<file path="src/rtl/penta_pwm_pkg.sv">
package penta_pwm_pkg;

  typedef enum logic [2:0] {
    LV_Z  = 3'b000,
    LV_P1 = 3'b001,
    LV_P2 = 3'b010,
    LV_N1 = 3'b111,
    LV_N2 = 3'b110
  } lvl_e;

  // Quarter-wave sine sample i of a table with tn entries, peak fs,
  // from a rational approximation of sin over a half wave of 2*tn steps.
  function automatic int quarter_sine(int i, int tn, int fs);
    longint h;
    longint p;
    h = 2 * longint'(tn);
    p = longint'(i) * (h - longint'(i));
    return int'((longint'(fs) * 16 * p) / (5 * h * h - 4 * p));
  endfunction

endpackage

</file>
<file path="src/rtl/penta_nco.sv">
module penta_nco #(
  parameter int W  = 32,
  parameter int OW = 10
) (
  input  logic          clk,
  input  logic          rst,
  input  logic [W-1:0]  step,
  output logic [OW-1:0] top_bits,
  output logic          wrap
);
  logic [W-1:0] acc;

  always_ff @(posedge clk) begin
    if (rst) begin
      acc  <= '0;
      wrap <= 1'b0;
    end else begin
      {wrap, acc} <= {1'b0, acc} + {1'b0, step};
    end
  end

  assign top_bits = acc[W-1 -: OW];

endmodule

</file>
<file path="src/rtl/penta_sine_ref.sv">
module penta_sine_ref
  import penta_pwm_pkg::*;
#(
  parameter int DW  = 16,
  parameter int TAW = 8
) (
  input  logic [TAW+1:0] phase_top,
  input  logic [DW-2:0]  mod_index,
  output logic [DW-1:0]  mag,
  output logic           pos
);
  localparam int TN = 1 << TAW;
  localparam int FS = (1 << (DW - 1)) - 1;
  localparam int PW = 2 * DW - 1;

  logic [DW-1:0]  qtab [TN];
  logic [TAW-1:0] addr;
  logic [DW-1:0]  q;
  logic [PW-1:0]  prod;

  for (genvar i = 0; i < TN; i++) begin : g_tab
    assign qtab[i] = DW'(quarter_sine(i, TN, FS));
  end

  // Second and fourth quadrants read the table backwards.
  assign addr = phase_top[TAW] ? ~phase_top[TAW-1:0] : phase_top[TAW-1:0];
  assign q    = qtab[addr];
  assign prod = PW'(mod_index) * PW'(q);
  assign mag  = DW'(prod >> (DW - 1));
  assign pos  = ~phase_top[TAW+1];

endmodule

</file>
<file path="src/rtl/penta_level_dec.sv">
module penta_level_dec
  import penta_pwm_pkg::*;
#(
  parameter int DW = 16
) (
  input  logic          clk,
  input  logic          rst,
  input  logic [DW-2:0] car_top,
  input  logic          wrap,
  input  logic [DW-1:0] mag,
  input  logic          pos,
  output lvl_e          level,
  output logic [2:0]    leg_a,
  output logic          armed
);
  localparam int CW   = DW - 2;
  localparam int NCAR = 2;

  logic [CW-1:0]   tri_w;
  logic [DW-1:0]   carrier [NCAR];
  logic [NCAR-1:0] above;
  logic [1:0]      mag_lvl;
  logic            alt;
  logic            tow1, tow3;
  lvl_e            level_n;
  logic [2:0]      leg_a_n;

  assign tri_w = car_top[CW] ? ~car_top[CW-1:0] : car_top[CW-1:0];

  // Level-shifted carriers: carrier k sits k spans above the base.
  for (genvar k = 0; k < NCAR; k++) begin : g_car
    localparam logic [DW-1:0] OFS = DW'(k) << CW;
    assign carrier[k] = OFS + DW'(tri_w);
    assign above[k]   = mag > carrier[k];
  end

  assign mag_lvl = 2'($countones(above));

  always_comb begin
    tow1 = (mag_lvl == 2'd2) || ((mag_lvl == 2'd1) && !alt);
    tow3 = (mag_lvl == 2'd2) || ((mag_lvl == 2'd1) &&  alt);
    // Toward the outer level: B side when positive, A side when negative.
    leg_a_n[0] = tow1 ? ~pos : pos;
    leg_a_n[1] = pos;
    leg_a_n[2] = tow3 ? ~pos : pos;
    case (mag_lvl)
      2'd1:    level_n = pos ? LV_P1 : LV_N1;
      2'd2:    level_n = pos ? LV_P2 : LV_N2;
      default: level_n = LV_Z;
    endcase
  end

  always_ff @(posedge clk) begin
    if (rst) begin
      level <= LV_Z;
      leg_a <= '0;
      alt   <= 1'b0;
      armed <= 1'b0;
    end else begin
      level <= level_n;
      leg_a <= leg_a_n;
      alt   <= alt ^ wrap;
      armed <= armed | wrap;
    end
  end

  p_alt_flip_r6: assert property (@(posedge clk) disable iff (rst)
    wrap |=> (alt != $past(alt)));

  p_arm_sticky_r10: assert property (@(posedge clk) disable iff (rst)
    armed |=> armed);

endmodule

</file>
<file path="src/rtl/penta_deadtime.sv">
module penta_deadtime #(
  parameter int DTW = 8
) (
  input  logic           clk,
  input  logic           rst,
  input  logic           want_a,
  input  logic           enable,
  input  logic [DTW-1:0] dead,
  output logic           ga,
  output logic           gb
);
  logic           prev;
  logic           chg;
  logic [DTW-1:0] cnt, cnt_n;

  assign chg   = want_a != prev;
  assign cnt_n = chg ? dead : ((cnt != '0) ? cnt - DTW'(1) : cnt);

  always_ff @(posedge clk) begin
    if (rst) begin
      prev <= 1'b0;
      cnt  <= '0;
      ga   <= 1'b0;
      gb   <= 1'b0;
    end else begin
      prev <= want_a;
      cnt  <= cnt_n;
      ga   <= enable &  want_a & (cnt_n == '0);
      gb   <= enable & ~want_a & (cnt_n == '0);
    end
  end

  p_no_overlap_r9: assert property (@(posedge clk) disable iff (rst)
    !(ga && gb));

  p_gate_follows_want_r8: assert property (@(posedge clk) disable iff (rst)
    (ga |-> $past(want_a)) and (gb |-> !$past(want_a)));

  p_off_when_idle_r10: assert property (@(posedge clk) disable iff (rst)
    !$past(enable) |-> (!ga && !gb));

endmodule

</file>
<file path="src/rtl/penta_pwm_top.sv">
module penta_pwm_top
  import penta_pwm_pkg::*;
#(
  parameter int PH_W   = 32,
  parameter int DW     = 16,
  parameter int TAB_AW = 8,
  parameter int DT_W   = 8
) (
  input  logic            clk,
  input  logic            rst,
  input  logic [DW-2:0]   mod_index,
  input  logic [PH_W-1:0] line_step,
  input  logic [PH_W-1:0] carrier_step,
  input  logic [DT_W-1:0] dead_cycles,
  output logic [2:0]      gate_a,
  output logic [2:0]      gate_b,
  output logic [2:0]      level_code
);
  localparam int LINE_OW = TAB_AW + 2;
  localparam int CAR_OW  = DW - 1;
  localparam int NLEG    = 3;

  logic [LINE_OW-1:0] line_top;
  logic [CAR_OW-1:0]  car_top;
  logic               line_wrap;
  logic               car_wrap;
  logic [DW-1:0]      mag;
  logic               pos;
  lvl_e               level;
  logic [NLEG-1:0]    leg_a;
  logic               armed;

  penta_nco #(.W(PH_W), .OW(LINE_OW)) u_line_nco (
    .clk(clk), .rst(rst), .step(line_step),
    .top_bits(line_top), .wrap(line_wrap)
  );

  penta_nco #(.W(PH_W), .OW(CAR_OW)) u_car_nco (
    .clk(clk), .rst(rst), .step(carrier_step),
    .top_bits(car_top), .wrap(car_wrap)
  );

  penta_sine_ref #(.DW(DW), .TAW(TAB_AW)) u_ref (
    .phase_top(line_top), .mod_index(mod_index), .mag(mag), .pos(pos)
  );

  penta_level_dec #(.DW(DW)) u_dec (
    .clk(clk), .rst(rst), .car_top(car_top), .wrap(car_wrap),
    .mag(mag), .pos(pos), .level(level), .leg_a(leg_a), .armed(armed)
  );

  for (genvar k = 0; k < NLEG; k++) begin : g_leg
    penta_deadtime #(.DTW(DT_W)) u_dt (
      .clk(clk), .rst(rst), .want_a(leg_a[k]), .enable(armed),
      .dead(dead_cycles), .ga(gate_a[k]), .gb(gate_b[k])
    );
  end

  assign level_code = level;

  p_level_legal_r3: assert property (@(posedge clk) disable iff (rst)
    level_code inside {3'b000, 3'b001, 3'b010, 3'b111, 3'b110});

  p_line_wrap_quiet_r4: assert property (@(posedge clk) disable iff (rst)
    line_wrap |-> !line_top[LINE_OW-1]);

endmodule

</file>
<file path="config.mk">
export PLATFORM = sky130hd
export DESIGN_NAME = penta_pwm_top
export DESIGN_NICKNAME = d
export VERILOG_FILES = /design/src/rtl/penta_pwm_pkg.sv /design/src/rtl/penta_nco.sv /design/src/rtl/penta_sine_ref.sv /design/src/rtl/penta_level_dec.sv /design/src/rtl/penta_deadtime.sv /design/src/rtl/penta_pwm_top.sv
export SDC_FILE = /design/constraint.sdc
export NUM_CORES = 1
export LEC_CHECK = 0
export BUFFER_PORTS_ARGS = -buffer_cell sky130_fd_sc_hd__buf_4
export CAP_MARGIN = 15
export CORE_AREA = 2 2 223 390
export DETAILED_ROUTE_END_ITERATION = 7
export DIE_AREA = 0 0 225 392
export HOLD_SLACK_MARGIN = 0.15
export PLACE_DENSITY = 0.49
export SLEW_MARGIN = 10
export SYNTH_ARGS = -nofsm -noshare
export SYNTH_HDL_FRONTEND = slang
export SYNTH_SLANG_ARGS = --single-unit
</file>
<file path="constraint.sdc">
create_clock -name clk -period 11.05 [get_ports clk]
set_input_delay 0 -clock clk [delete_from_list [all_inputs] [get_ports clk]]
set_output_delay 0 -clock clk [all_outputs]
set_load 0.05 [all_outputs]
</file>
Word level (Yosys, flattened, before mapping)
Memory sizes are Yosys's and may differ from the RTL's.
Cells that the tools add are included.

word-level totals
  bits in registers = 106
  bits in latches = 0
  memory bits (writable) = 0
  bits in read-only memories = 4,096
  input port bits = 89
  output and inout port bits = 9
  word-level logic and storage cells = 83
  memories kept = 1

memories
  name             depth  width  rd ports  clocked after Yosys merged registers in  write ports  line                  RTL
  (no name shown)  256    16     1         0                                        0            penta_sine_ref.sv:27  assign q = qtab[addr];

operators by class
  add/subtract/negate cells = 7
  $mul = 1
  divide/modulo/power cells = 0
  order comparisons = 3
  equality and inequality tests = 5
  shift operators = 0
  mux-type cells = 15
  bitwise logic cells = 21
  reduce and logical (&&, ||, !) cells = 11

operator list
  operator                number
  $mux 8                  7
  $add 32x32->33          1
  $add 32x32->32          1
  $mux 16                 2
  $mul 15x16->31          1
  $logic_not 8->1         3
  $reduce_bool 8->1       3
  $sub 8x1->8 const B     3
  $add 15x14->16 const A  1
  $gt 16x14->1            1
  $gt 16x16->1            1
  $mux 14                 1
  $not 14->14             1
  $and 1x1->1             12
  $ge 9x9->1 const B      1
  $not 8->9               1
  $not 8->8               1
  $mux 3                  2
  $pmux 3 s2              1
  $not 1->1               4
  $ne 1x1->1              3
  $add 1x1->2             1
  $eq 2x1->1 const B      1
  $eq 2x2->1 const B      1
  other kinds (6)         9

Logic depth before layout (Yosys ltp)
  depth in word-level cells = 13
  depth in mapped cells = 53
  depth with buffers taken out = 48

Modules after synthesis
A second synthesis with hierarchy kept.

unflattened totals
  cells, all modules = 2,998
  area total of the unflattened synthesis = 22,565.4 µm²

by module, submodules not included
  module                   times used  cells each  area each (µm²)  seq. area each (µm²)
  penta_sine_ref           1           2,028       14,408.8         0.0
  penta_nco at u_car_nco   1           348         2,755.1          660.6
  penta_nco at u_line_nco  1           315         2,652.5          660.6
  penta_deadtime           3           74          670.6            220.2
  penta_level_dec          1           85          737.0            160.2

Least setup slack after synthesis
Ideal clock, no wire load.

  path type = reg2reg
  start point = reg u_line_nco.acc[24]
  end point = reg u_dec.level[1]
  setup time = 114 ps
  arrival = 9,877 ps
  data required time = 10,936 ps
  slack = 1,059 ps
  stages on the path, launching flop included = 47
  cell sequence = dfxtp_1 > buf_6 > buf_2 > nand2_2 > nand2_2 > clkbuf_1 > clkbuf_1 > ha_1 > inv_1 > a211o_1 > o21ai_0 > o21ai_0 > a31oi_1 > a21oi_1 > a221oi_1 > clkbuf_1 > nand2_1 > fa_1 > (+11 left out) > o21a_1 > o21a_1 > o21ai_0 > nand2b_1 > a21oi_1 > o41a_1 > o21ai_1 > xor2_1 > ha_1 > a21o_1 > a21oi_1 > nor2b_1 > o31ai_1 > a211o_1 > o22ai_1 > ha_1 > o211a_1 > a21o_1

between the ends
  longest elaborated chain between the ends = 11

ends and longest elaborated chain
  what                                                 line                   RTL
  start, declared                                      penta_nco.sv:11        logic [W-1:0] acc;
  start signal, assigned                               penta_nco.sv:18        {wrap, acc} <= {1'b0, acc} + {1'b0, step};
  $not 8->8                                            penta_sine_ref.sv:26   assign addr = phase_top[TAW] ? ~phase_top[TAW-1:0] : phase_top[TAW-1:0];
  $mux 8 (*)                                           penta_sine_ref.sv:26
  $not 8->9 (implied by the code) (*)                  penta_sine_ref.sv:27
  $mem_v2 256x16 (*)                                   n/a
  $mux 16 (implied by the code) (*) (2 in a row)       penta_sine_ref.sv:27
  $mul 15x16->31 (*)                                   penta_sine_ref.sv:28   assign prod = PW'(mod_index) * PW'(q);
  $gt 16x14->1 / $gt 16x16->1 (equally long branches)  penta_level_dec.sv:34  assign above[k] = mag > carrier[k];
  $add 1x1->2 (implied by the code) (*)                penta_level_dec.sv:37  assign mag_lvl = 2'($countones(above));
  $eq 2x2->1 / $eq 2x1->1 (equally long branches)      penta_level_dec.sv:46  case (mag_lvl)
  $pmux 3 s2 (*)                                       penta_level_dec.sv:46
  end signal, assigned                                 penta_level_dec.sv:60  level <= level_n;
  end, declared                                        penta_level_dec.sv:12  output lvl_e level,

Every way passes the cells marked *; elsewhere a longest branch is shown, timed or not. The select of a mux whose other input is x is not followed.
A chain may end at the register's enable or synchronous reset.

Worst setup path in the final report
  start point = reg u_line_nco.acc[24]
  end point = reg u_dec.leg_a[0]

between the ends
  longest elaborated chain between the ends = 13

ends and longest elaborated chain
  what                                                 line                   RTL
  $not 8->8                                            penta_sine_ref.sv:26
  $mux 8 (*)                                           penta_sine_ref.sv:26
  $not 8->9 (implied by the code) (*)                  penta_sine_ref.sv:27
  $mem_v2 256x16 (*)                                   n/a
  $mux 16 (implied by the code) (*) (2 in a row)       penta_sine_ref.sv:27
  $mul 15x16->31 (*)                                   penta_sine_ref.sv:28
  $gt 16x14->1 / $gt 16x16->1 (equally long branches)  penta_level_dec.sv:34
  $add 1x1->2 (implied by the code) (*)                penta_level_dec.sv:37
  $eq 2x1->1                                           penta_level_dec.sv:40  tow1 = (mag_lvl == 2'd2) || ((mag_lvl == 2'd1) && !alt);
  $logic_and 1x1->1                                    penta_level_dec.sv:40
  $logic_or 1x1->1 (*)                                 penta_level_dec.sv:40
  $mux 1 (*)                                           penta_level_dec.sv:43  leg_a_n[0] = tow1 ? ~pos : pos;
  end signal, assigned                                 penta_level_dec.sv:61  leg_a <= leg_a_n;
  end, declared                                        penta_level_dec.sv:13  output logic [2:0] leg_a,

Marks and branches as above.

==> metrics.md <==
| Metric | Value |
|---|---|
| Netlist Area Pre-Place | ~21000 um2 |
| DRC Markers | 0 |
| Synthesis-to-finish area growth | 20.7% |
| Setup TNS | 0 ns |
| Final hold violations | 0 |
| Ports | 98 |
| Total GRT Usage | around 26% |
| Total CTS buffers | 9 |
| Crit path top cell by count | fa_1 |
| Die Height | 392 um |
| Fmax | around 0.095 GHz |
| Tcrit/Tclk final | between 90 and 100% |
| EDFF count, synth | 0 |
| Post-synth ARST share | 0% |
| Via-to-Cell Ratio | 5.56 |
| Yosys top cell area share | roughly 16% |
| CP Capture Type | register |
| Vias in the first global route | approximately 24000 |
| Worst-skew pair later-pin latency | between 0.3 and 0.4 ns |
| Mean Syn Cell Area | around 7.4 um2 |
| Layout cells sized above 1 | ~15% |
| Final Setup Violations | 0 |
| Initial Utilization | approximately a quarter |
| 1st-iter DRT viols | 1752 |
| CP bufs+invs | 8 |
| Max clock buf depth | 2 |
| Initial antenna violation count | 6 |
| Final Max Slew Viols | 0 |
| Std cell rows | around 140 |
| CP peak stage delay | ~0.59 ns |
| CP Class | reg -> reg |
| Crit-path max FO | 36 |
| Num Clock Sinks | around 110 |
| Post-route ant nets | 0 |
| Largest net degree at the start of global routing | between 60 and 70 |
| CTS tree | done |
| Routability cong. | approximately 1.0 |
| Die Area | between 80000 and 90000 um2 |
| Synth area leaders | fa_1, ha_1, dfxtp_1 |
| CP delay by family, top | adder cells |
| Port bufs | 97 |
| Core area | ~85000 um2 |
| Drt total wl | around 110000 um |
| Biggest area consumer among synthesized cells | fa_1 |
| Flip-flop and latch count after synthesis | ~110 |
| Global route overflow | 0 |
| Status | finished clean |
| Syn nets | 3313 |
| H-tree depth | 3 |
| CP max stage cell | fa_1 |
| Final clock skew | around 0.013 ns |
| Die span in x | roughly 230 um |
| Pin slew with the least headroom to its limit | roughly 1.1 ns |
| Vias after detailed routing | roughly 23000 |
| Layout Nets | between 3000 and 4000 |
| Yosys warnings | 0 |
| Slew margin rel. | 26.8% |
| Avg WL per Cell | 27.5 um |
| Hold Crit Class | in -> reg |
| Synth Flop Type | dfxtp_1 |
| MaxCap Viol Count | 0 |
| Required time of the critical path | 11.28 ns |
| Clock-pin slew on the worst setup and hold paths | 0.07 ns |
| Root Buffer | clkbuf_16 |
| Post-Syn Instances | roughly 2900 |
| Startpoint Class | register |
| DR pass1 iterations | 6 |
| Post-synthesis cell type count | 99 |
| Arrival time worst endpoint | between 10 and 15 ns |
| Sequential-to-total area share from yosys stat | about a tenth |
| First-pass GRT wire length | around 160000 um |
| Dpl hpwl | approximately 90000 um |
| Min Tclk post-route | 10.48 ns |
-- registers in the layout, indices dropped and copies added (netlist names) --
name and flops:
g_leg.u_dt.prev 3, g_leg.u_dt.cnt 24, u_dec.leg_a 3, u_line_nco.acc 32, u_car_nco.acc 32, g_leg.u_dt.ga 3, u_dec.level 3, u_car_nco.wrap 1
u_dec.armed 1, g_leg.u_dt.gb 3, u_dec.alt 1
-- placed cells by master (no fill, tap or decap), types with 38 or more instances in the layout --
cell             n
buf_4          341
nand2_1        282
a21oi_1        259
nor2_1         258
inv_1          228
ha_1           185
o21ai_0        175
fa_1           169
and2_1         107
dfxtp_1        100
xnor2_1         73
dlygate4sd3_1   61
nand3_1         58
a21o_1          57
nor3_1          56
xor2_1          52
nor2b_1         48
a31oi_1         38
-- worst paths after layout --
check        cells past startpoint                  to          startpoint  slack (ns)
min reg2reg                      1    g_leg[1].u_dt.gb      u_dec.leg_a[1]        0.47
max                             45      u_dec.leg_a[0]  u_line_nco.acc[24]        0.57
max reg2reg                     45      u_dec.leg_a[0]  u_line_nco.acc[24]        0.57
min                              4  u_line_nco.acc[24]       line_step[24]        0.16
-- routing by layer --
layer	vias to the layer above	routed length, um	track usage, %
met4	6	12500	22.7
li1	10441	-	-
met1	11369	36700	24.2
met5	-	39	0
met2	979	58700	47.3
met3	451	6710	5.32
-- cells in the mapped netlist, types with 10 or more instances --
master / number
a21o_1: 57
nand2b_1: 36
fa_1: 169
o221ai_1: 17
nand4_1: 13
o21ai_0: 182
nand2_1: 285
buf_6: 13
o2111ai_1: 17
dfxtp_1: 106
o22ai_1: 37
nor2_1: 264
xor2_1: 52
nor2b_1: 51
buf_4: 19
o31ai_1: 11
o21a_1: 21
clkbuf_1: 121
xnor2_1: 74
a31oi_1: 38
ha_1: 187
a2111oi_0: 16
a221oi_1: 23
buf_1: 23
or2_2: 12
a21oi_1: 261
inv_1: 229
a211oi_1: 33
or3_1: 10
o21bai_1: 14
nand3_1: 59
nor3_1: 57
buf_2: 33
and2_1: 109
nor4_1: 12
a22oi_1: 16
o211ai_1: 25
-- timing repair --
item / 4_1_cts / 5_1_grt
hold endpoints to repair: 83 / 0
setup buffers: 0 / 4
hold buffers: 61 / 0
setup endpoints to repair: 0 / 5
gates resized for setup: 0 / 41
-- kinds of logic after synthesis --
family,after synthesis,synth area share (%)
flip-flops,106,10.1
XOR/XNOR,129,5.51
multiplexers,10,0.599
buffers and inverters,443,8.88
AO/OA/AOI/OAI,861,26.0
AND/OR/NAND/NOR,963,21.8
adder cells (fa/ha/maj),356,27.1
-- final cells by class --
cell class | instances | area, um2
fill | 9344 | 59600
clock buffer | 10 | 229
multi-input combinational | 2319 | 17300
inverter | 233 | 878
antenna | 2 | 5.00
clock inverter | 6 | 51.3
timing repair buffer | 423 | 3550
sequential | 106 | 2140
tap | 1080 | 1350
-- through the flow --
stage          instances  setup WS, ns  utilization (%)  hold slack (ns)  cell area [um2]
3_5_place_dp        4094         0.457             28.7            0.295            24400
6_report            4179         0.570             29.9            0.161            25500
2_1_floorplan       2868          1.06                -            0.139            21100
5_1_grt             4177       -0.0200             29.9            0.165            25500
3_3_place_gp        4094         0.329             28.7            0.291            24400
4_1_cts             4171         0.395             29.7            0.152            25300
-- worst register-to-register path, delay by kind of cell (launching register included) --
family | cells | cell delay [ns]
flip-flops | 1 | 0.44
AND/OR/NAND/NOR | 10 | 1.28
adder cells (fa/ha/maj) | 9 | 4.07
XOR/XNOR | 2 | 0.29
buffers and inverters | 8 | 1.11
AO/OA/AOI/OAI | 16 | 3.12
Power is left out: the tool's default activity adds up to more than one toggle a clock period on the data nets, which glitch-free logic cannot reach.
